$ cat config.mk
export PLATFORM = sky130hd
export DESIGN_NAME = trig_pulse_seq
export DESIGN_NICKNAME = d
export VERILOG_FILES = /design/src/rtl/tps_pkg.sv /design/src/rtl/tps_prescaler.sv /design/src/rtl/tps_cfg_regs.sv /design/src/rtl/tps_pulse_core.sv /design/src/rtl/trig_pulse_seq.sv
export SDC_FILE = /design/constraint.sdc
export NUM_CORES = 1
export LEC_CHECK = 0
export BUFFER_PORTS_ARGS = -buffer_cell sky130_fd_sc_hd__buf_2
export CAP_MARGIN = 5
export CORE_MARGIN = 2
export CORE_UTILIZATION = 40
export CTS_BUF_LIST = sky130_fd_sc_hd__clkbuf_4 sky130_fd_sc_hd__clkbuf_8 sky130_fd_sc_hd__clkbuf_16
export DETAILED_ROUTE_END_ITERATION = 16
export PLACE_DENSITY_LB_ADDON = 0.25
export SLEW_MARGIN = 25
export SYNTH_ARGS = -nofsm -noshare
export SYNTH_HDL_FRONTEND = slang
export SYNTH_SLANG_ARGS = --single-unit
$ cat constraint.sdc
create_clock -name clk -period 6.9 [get_ports clk]
set_input_delay 0.345 -clock clk [delete_from_list [all_inputs] [get_ports clk]]
set_output_delay 0.345 -clock clk [all_outputs]
set_load 0.02 [all_outputs]
$ cat src/rtl/tps_pkg.sv
package tps_pkg;
  localparam int ADDR_W = 3;

  typedef enum logic [ADDR_W-1:0] {
    REG_START  = 3'd0,
    REG_STEP   = 3'd1,
    REG_FLOOR  = 3'd2,
    REG_WIDTH  = 3'd3,
    REG_REPEAT = 3'd4
  } tps_reg_e;
endpackage

$ cat src/rtl/tps_prescaler.sv
module tps_prescaler #(
  parameter int PRESCALE = 4
) (
  input  logic clk,
  input  logic rst,
  input  logic run,
  input  logic restart,
  output logic tick
);
  generate
    if (PRESCALE <= 1) begin : g_direct
      assign tick = run;
    end else begin : g_count
      localparam int PW = $clog2(PRESCALE);
      localparam logic [PW-1:0] LAST = PW'(PRESCALE - 1);
      logic [PW-1:0] div_q;

      assign tick = run && (div_q == LAST);

      always_ff @(posedge clk) begin
        if (rst || restart || tick) div_q <= '0;
        else if (run)               div_q <= div_q + 1'b1;
      end
    end
  endgenerate
endmodule

$ cat src/rtl/tps_cfg_regs.sv
module tps_cfg_regs
  import tps_pkg::*;
#(
  parameter int CNT_W     = 16,
  parameter int REP_W     = 4,
  parameter int DEF_START = 20,
  parameter int DEF_STEP  = 4,
  parameter int DEF_FLOOR = 3,
  parameter int DEF_WIDTH = 5,
  parameter int DEF_REP   = 0
) (
  input  logic             clk,
  input  logic             rst,
  input  logic             cfg_we,
  input  logic [ADDR_W-1:0] cfg_addr,
  input  logic [CNT_W-1:0] cfg_wdata,
  input  logic             busy,
  input  logic             cycle_done,
  output logic [CNT_W-1:0] act_delay,
  output logic [CNT_W-1:0] act_width,
  output logic [CNT_W-1:0] act_min,
  output logic [REP_W-1:0] act_rep
);
  logic [CNT_W-1:0] sh_start, sh_step, sh_min, sh_width;
  logic [REP_W-1:0] sh_rep;
  logic [CNT_W-1:0] act_step;
  logic             start_pend;

  // saturating step toward the floor
  logic [CNT_W:0]   floor_plus;
  logic [CNT_W-1:0] next_delay;
  assign floor_plus = {1'b0, act_min} + {1'b0, act_step};
  assign next_delay = ({1'b0, act_delay} >= floor_plus) ? (act_delay - act_step) : act_min;

  logic upd;
  assign upd = !busy;

  always_ff @(posedge clk) begin
    if (rst) begin
      sh_start   <= CNT_W'(DEF_START);
      sh_step    <= CNT_W'(DEF_STEP);
      sh_min     <= CNT_W'(DEF_FLOOR);
      sh_width   <= CNT_W'(DEF_WIDTH);
      sh_rep     <= REP_W'(DEF_REP);
      start_pend <= 1'b0;
    end else begin
      if (cfg_we) begin
        case (tps_reg_e'(cfg_addr))
          REG_START:  sh_start <= cfg_wdata;
          REG_STEP:   sh_step  <= cfg_wdata;
          REG_FLOOR:  sh_min   <= cfg_wdata;
          REG_WIDTH:  sh_width <= cfg_wdata;
          REG_REPEAT: sh_rep   <= cfg_wdata[REP_W-1:0];
          default: ;
        endcase
      end
      if (cfg_we && (tps_reg_e'(cfg_addr) == REG_START)) start_pend <= 1'b1;
      else if (upd)                                       start_pend <= 1'b0;
    end
  end

  always_ff @(posedge clk) begin
    if (rst) begin
      act_delay <= CNT_W'(DEF_START);
      act_step  <= CNT_W'(DEF_STEP);
      act_min   <= CNT_W'(DEF_FLOOR);
      act_width <= CNT_W'(DEF_WIDTH);
      act_rep   <= REP_W'(DEF_REP);
    end else if (upd) begin
      act_step  <= sh_step;
      act_min   <= sh_min;
      act_width <= sh_width;
      act_rep   <= sh_rep;
      if (start_pend) act_delay <= sh_start;
    end else if (cycle_done) begin
      act_delay <= next_delay;
    end
  end
endmodule

$ cat src/rtl/tps_pulse_core.sv
module tps_pulse_core #(
  parameter int CNT_W = 16,
  parameter int REP_W = 4
) (
  input  logic             clk,
  input  logic             rst,
  input  logic             trig_in,
  input  logic             tick,
  input  logic [CNT_W-1:0] act_delay,
  input  logic [CNT_W-1:0] act_width,
  input  logic [REP_W-1:0] act_rep,
  output logic             pre_restart,
  output logic             busy,
  output logic             cycle_done,
  output logic             pulse_o,
  output logic             overrun_o
);
  localparam int CW = CNT_W + 1;

  logic          trig_q;
  logic          edge_seen, accept, at_end;
  logic [CW-1:0] cnt_q, cmp_v, rld_v;
  logic [REP_W-1:0] rep_q;

  assign cmp_v       = {1'b0, act_delay};
  assign rld_v       = {1'b0, act_delay} + {1'b0, act_width};
  assign edge_seen   = trig_in ^ trig_q;
  assign accept      = edge_seen && !busy;
  assign at_end      = busy && (cnt_q == rld_v);
  assign cycle_done  = at_end && (rep_q == '0);
  assign pre_restart = accept || at_end;

  always_ff @(posedge clk) begin
    if (rst) begin
      trig_q    <= 1'b0;
      busy      <= 1'b0;
      cnt_q     <= '0;
      rep_q     <= '0;
      pulse_o   <= 1'b0;
      overrun_o <= 1'b0;
    end else begin
      trig_q  <= trig_in;
      pulse_o <= busy && (cnt_q >= cmp_v) && (cnt_q < rld_v);
      if (edge_seen && busy) overrun_o <= 1'b1;
      if (accept) begin
        busy  <= 1'b1;
        cnt_q <= '0;
        rep_q <= act_rep;
      end else if (at_end) begin
        if (rep_q != '0) begin
          rep_q <= rep_q - 1'b1;
          cnt_q <= '0;
        end else begin
          busy <= 1'b0;
        end
      end else if (busy && tick) begin
        cnt_q <= cnt_q + 1'b1;
      end
    end
  end
endmodule

$ cat src/rtl/trig_pulse_seq.sv
module trig_pulse_seq #(
  parameter int CNT_W     = 16,
  parameter int REP_W     = 4,
  parameter int PRESCALE  = 4,
  parameter int DEF_START = 20,
  parameter int DEF_STEP  = 4,
  parameter int DEF_FLOOR = 3,
  parameter int DEF_WIDTH = 5,
  parameter int DEF_REP   = 0
) (
  input  logic             clk,
  input  logic             rst,
  input  logic             trig_in,
  input  logic             cfg_we,
  input  logic [2:0]       cfg_addr,
  input  logic [CNT_W-1:0] cfg_wdata,
  output logic             pulse_o,
  output logic             overrun_o
);
  logic             busy, cycle_done, tick, pre_restart;
  logic [CNT_W-1:0] act_delay, act_width, act_min;
  logic [REP_W-1:0] act_rep;

  tps_cfg_regs #(
    .CNT_W(CNT_W), .REP_W(REP_W), .DEF_START(DEF_START), .DEF_STEP(DEF_STEP),
    .DEF_FLOOR(DEF_FLOOR), .DEF_WIDTH(DEF_WIDTH), .DEF_REP(DEF_REP)
  ) u_regs (
    .clk(clk), .rst(rst), .cfg_we(cfg_we), .cfg_addr(cfg_addr), .cfg_wdata(cfg_wdata),
    .busy(busy), .cycle_done(cycle_done), .act_delay(act_delay), .act_width(act_width),
    .act_min(act_min), .act_rep(act_rep)
  );

  tps_prescaler #(.PRESCALE(PRESCALE)) u_pre (
    .clk(clk), .rst(rst), .run(busy), .restart(pre_restart), .tick(tick)
  );

  tps_pulse_core #(.CNT_W(CNT_W), .REP_W(REP_W)) u_core (
    .clk(clk), .rst(rst), .trig_in(trig_in), .tick(tick), .act_delay(act_delay),
    .act_width(act_width), .act_rep(act_rep), .pre_restart(pre_restart), .busy(busy),
    .cycle_done(cycle_done), .pulse_o(pulse_o), .overrun_o(overrun_o)
  );
endmodule

==> impl_summary.md <==
Timing
In this run the tightest slew margin relative to its limit is 33.0%. The number of slew-limit violations in the final report came to 0. The setup skew after layout is about 0.015 ns.

Setup repair after global routing left no endpoint under its margin. The final period utilization is 71.9%. The final-report hold violation count was 0.

Based on the critical path, the design can be clocked at up to 202 MHz. For the pin with the worst max-slew slack, the measured transition is between 1 and 1.5 ns. In the final timing run, aggregate negative setup slack is 0 ns. For the finished layout, the period the worst path requires is about 5.0 ns. Setup violations remaining at the end of the flow were counted as 0.

Synthesis
In this run, synthesis inferred 0 flip-flops with an integrated enable. The post-synth design cell area is between 9000 and 10000 um2. In the post-synthesis netlist, the biggest area contributors are sky130_fd_sc_hd__dfxtp_1 (35%), sky130_fd_sc_hd__ha_1 (13%), sky130_fd_sc_hd__mux2i_1 (7.5%), sky130_fd_sc_hd__nand2_1 (6.8%), sky130_fd_sc_hd__a21oi_1 (6.2%). After synthesis, the most frequently instantiated cells are sky130_fd_sc_hd__nand2_1 (173), sky130_fd_sc_hd__dfxtp_1 (164), sky130_fd_sc_hd__a21oi_1 (117). The share of synthesized flip-flops with an asynchronous set or reset is 0%. The synthesized netlist net count is roughly 1300. In the post-synthesis netlist, the cell with the most instances is sky130_fd_sc_hd__nand2_1. For this run, the number of Yosys warnings is 0. The average instance in the mapped netlist occupies ~8.3 um2. The register area share after synthesis is about a third.

The synthesis-stage register bit count is approximately 160. Of the post-synthesis cell area, the dominant cell type holds about a third. The count of distinct cell types in the synthesized netlist is between 50 and 60.

The predominant post-synthesis flop cell is sky130_fd_sc_hd__dfxtp_1. The library cell occupying the most area in the post-synthesis netlist is sky130_fd_sc_hd__dfxtp_1. The cell count after synthesis is between 1000 and 1500.

Cells and area
Relative to the synthesized area, the layout overhead comes to 11.3%. The layout cell share with drive strength beyond 1 is between 6 and 7%. The number of antenna diodes in the final layout is 0. After the last flow step, the layout net total stands at 1276. The filler cells instantiated in the layout total 2343.

Worst setup path
The setup slack of the worst register-to-register path is 1.94 ns. The critical register-to-register path startpoint is u_regs.act_delay[0]. The first element of the critical path is u_regs.act_delay[0]. By startpoint and endpoint, the worst setup path is classified as flip-flop to flip-flop. The critical-path maximum fanout is 16. The depth of the most critical reg-to-reg path is 20. The worst setup path is captured at a flip-flop.

The required time reported for the critical path endpoint is 7.28 ns. In this run the worst setup path terminates at u_regs.act_delay[14]. The type of element launching the critical path is a flip-flop.

The end of the worst register-to-register path is u_regs.act_delay[14]. The critical path arrival is 5.34 ns.

Detailed routing
For this run, design rule violations remaining after detail routing come to 0. The routed design has ~24000 um of wire. The via count normalized by instance count is ~5.3. The first routing iteration left roughly 500 violations. The first-pass detailed-route iteration total is 5. Dividing the detail-routed wire length by the instance count gives about 16 um. Once detail routing completed, the nets flagged for antenna violations numbered 0. The via count is ~7900.

GRT
The global routing usage summed across all routing layers is a little over 20%. The first global-routing pass estimated 39800 um of wire. The number of global-route vias before repair is ~7600. For this run the aggregate overflow at the end of global routing stands at 0. The initial antenna violation count came to 0. Entering global routing, the biggest net connects 96 pins.

Floorplan
The die footprint is around 25000 um2. The starting utilization of the core area is between 40% and 50%. The number of top-level design ports is 25. In this run the core area contains 56 standard-cell rows. The core region is about 23000 um2.

From bottom edge to top edge, the die measures between 150 and 200 um. The die outline width is 158 um.

Power and ir drop
The maximum VDD drop is ~0.16 mV. The design draws 0.00228 W. Dividing total power by cell area gives a power density of 216 nW/um2. The leakage power summed over all cells is around 4.4 nW.

Clock tree
In this run the post-CTS setup repair buffer count came out at 0. The cell at the root of the clock tree is sky130_fd_sc_hd__clkbuf_16. For this design, the CTS-stage hold fixing added 0 buffers. The clock reaches the later pin of the worst-skew pair after 0.43 ns. Clock tree synthesis inserted a total of 17 buffers. The clock sink count is approximately 160. TritonCTS built the clock tree. The maximum clock path buffer count is 2. The H-tree was split into 4 levels. Clock-pin slew was measured on the worst setup and hold paths at roughly 0.080 ns. The number of gates given a new drive strength after cts is 0.

Place
The placer congestion estimate is around 0.86. Port buffering added 24 buffers. Summed over all nets, the half-perimeter wirelength after detailed placement is 17700 um.

Worst hold path
In this run the worst hold path is classified as input pin to flip-flop.

Status
The flow ran to the end, and the final reports show no timing, DRC or antenna violations.

Run
The tool flagged a number of max-cap violations equal to 0.
[worst max-delay path, stage by stage (launching register included)]
cell and delay (ns):
sky130_fd_sc_hd__dfxtp_1 0.45, sky130_fd_sc_hd__ha_1 0.20, sky130_fd_sc_hd__inv_1 0.05, sky130_fd_sc_hd__fa_1 0.40, sky130_fd_sc_hd__nor2b_1 0.14, sky130_fd_sc_hd__o21a_1 0.16, sky130_fd_sc_hd__o21ai_0 0.15, sky130_fd_sc_hd__a211oi_1 0.38
sky130_fd_sc_hd__o31ai_1 0.15, sky130_fd_sc_hd__nand2_1 0.09, sky130_fd_sc_hd__a31o_2 0.17, sky130_fd_sc_hd__a31oi_1 0.09, sky130_fd_sc_hd__ha_1 0.30, sky130_fd_sc_hd__nand2_1 0.12, sky130_fd_sc_hd__nor4_1 0.47, sky130_fd_sc_hd__nand2_1 0.20
sky130_fd_sc_hd__nor2_2 0.34, sky130_fd_sc_hd__a21o_2 0.37, sky130_fd_sc_hd__o21ai_0 0.15, sky130_fd_sc_hd__a221oi_1 0.33, sky130_fd_sc_hd__o31a_1 0.18
[per-stage QoR]
stage / instance area, um2 / util (%) / hold slack (ns) / setup WS (ns) / cells
floorplan: 9500 / - / 0.432 / 2.77 / 1145
global placement: 9890 / 42.3 / 0.438 / 2.01 / 1450
detailed placement: 9900 / 42.3 / 0.443 / 1.93 / 1450
CTS: 10600 / 45.2 / 0.146 / 1.94 / 1481
global route: 10600 / 45.2 / 0.151 / 1.44 / 1481
finish: 10600 / 45.2 / 0.158 / 1.94 / 1481
[how the worst min path moves through the flow]
| stage | startpoint | endpoint | cells after the start | slack [ns] |
|---|---|---|---|---|
| 6_report | trig_in | u_core.trig_q | 2 | 0.16 |
| 2_1_floorplan | u_regs.sh_start[0] | u_regs.sh_start[0] | 2 | 0.43 |
| 5_1_grt | trig_in | u_core.trig_q | 2 | 0.15 |
| 4_1_cts | trig_in | u_core.trig_q | 2 | 0.15 |
| 3_5_place_dp | u_regs.sh_start[1] | u_regs.sh_start[1] | 2 | 0.44 |
| 3_3_place_gp | u_regs.sh_start[3] | u_regs.sh_start[3] | 2 | 0.44 |
[registers in the layout (all words and copies together), names as in the netlist, 2 cells and up]
register	count
u_core.cnt_q	17
u_regs.act_min	16
u_regs.sh_step	16
u_regs.act_rep	4
u_regs.act_step	16
u_regs.act_delay	16
u_core.rep_q	4
u_regs.sh_rep	4
u_regs.sh_width	16
u_regs.sh_start	16
u_pre.g_count.div_q	2
u_regs.sh_min	16
u_regs.act_width	16
[cells in the final DEF (no fill, tap or decap), drive strengths merged, types with 23 or more instances in the layout]
| cell type | netlist | routed |
|---|---|---|
| nor2 | 114 | 114 |
| mux2i | 71 | 71 |
| dfxtp | 164 | 164 |
| inv | 51 | 57 |
| buf | 13 | 29 |
| xnor2 | 23 | 23 |
| nand3 | 23 | 23 |
| o21ai | 35 | 35 |
| a21oi | 117 | 117 |
| xor2 | 27 | 27 |
| nand2 | 173 | 173 |
| ha | 100 | 100 |
[layout make-up]
cell class	instances	area, um2	area share, %
inverters	51	191	1.81
repair buffers	29	160	1.52
clock buffers	17	425	4.03
clock inverters	14	243	2.30
well taps	319	399	3.78
multi-input cells	887	5860	55.5
flip-flops and latches	164	3290	31.1
[layer usage]
layer / GRT usage (%) / wire (um) / vias up
met4: 4.98 / 257 / 0
met2: 31.7 / 10500 / 157
met3: 3.26 / 969 / 21
li1: - / - / 4026
met5: 0 / 0 / -
met1: 29.0 / 12300 / 3690
[power breakdown]
part	switching (W)	internal, W
clock	0.000435	0.000656
sequential	0.0000165	0.000963
combinational	0.000132	0.0000833
[cells by family after synthesis]
family,synth area share [%]
XOR/XNOR,4.61
multiplexers,7.48
AND/OR/NAND/NOR,19.3
buffers and inverters,3.82
flip-flops,34.6
adder cells (fa/ha/maj),13.8
AO/OA/AOI/OAI,16.4
No activity file was read; power rests on OpenSTA's default activity.
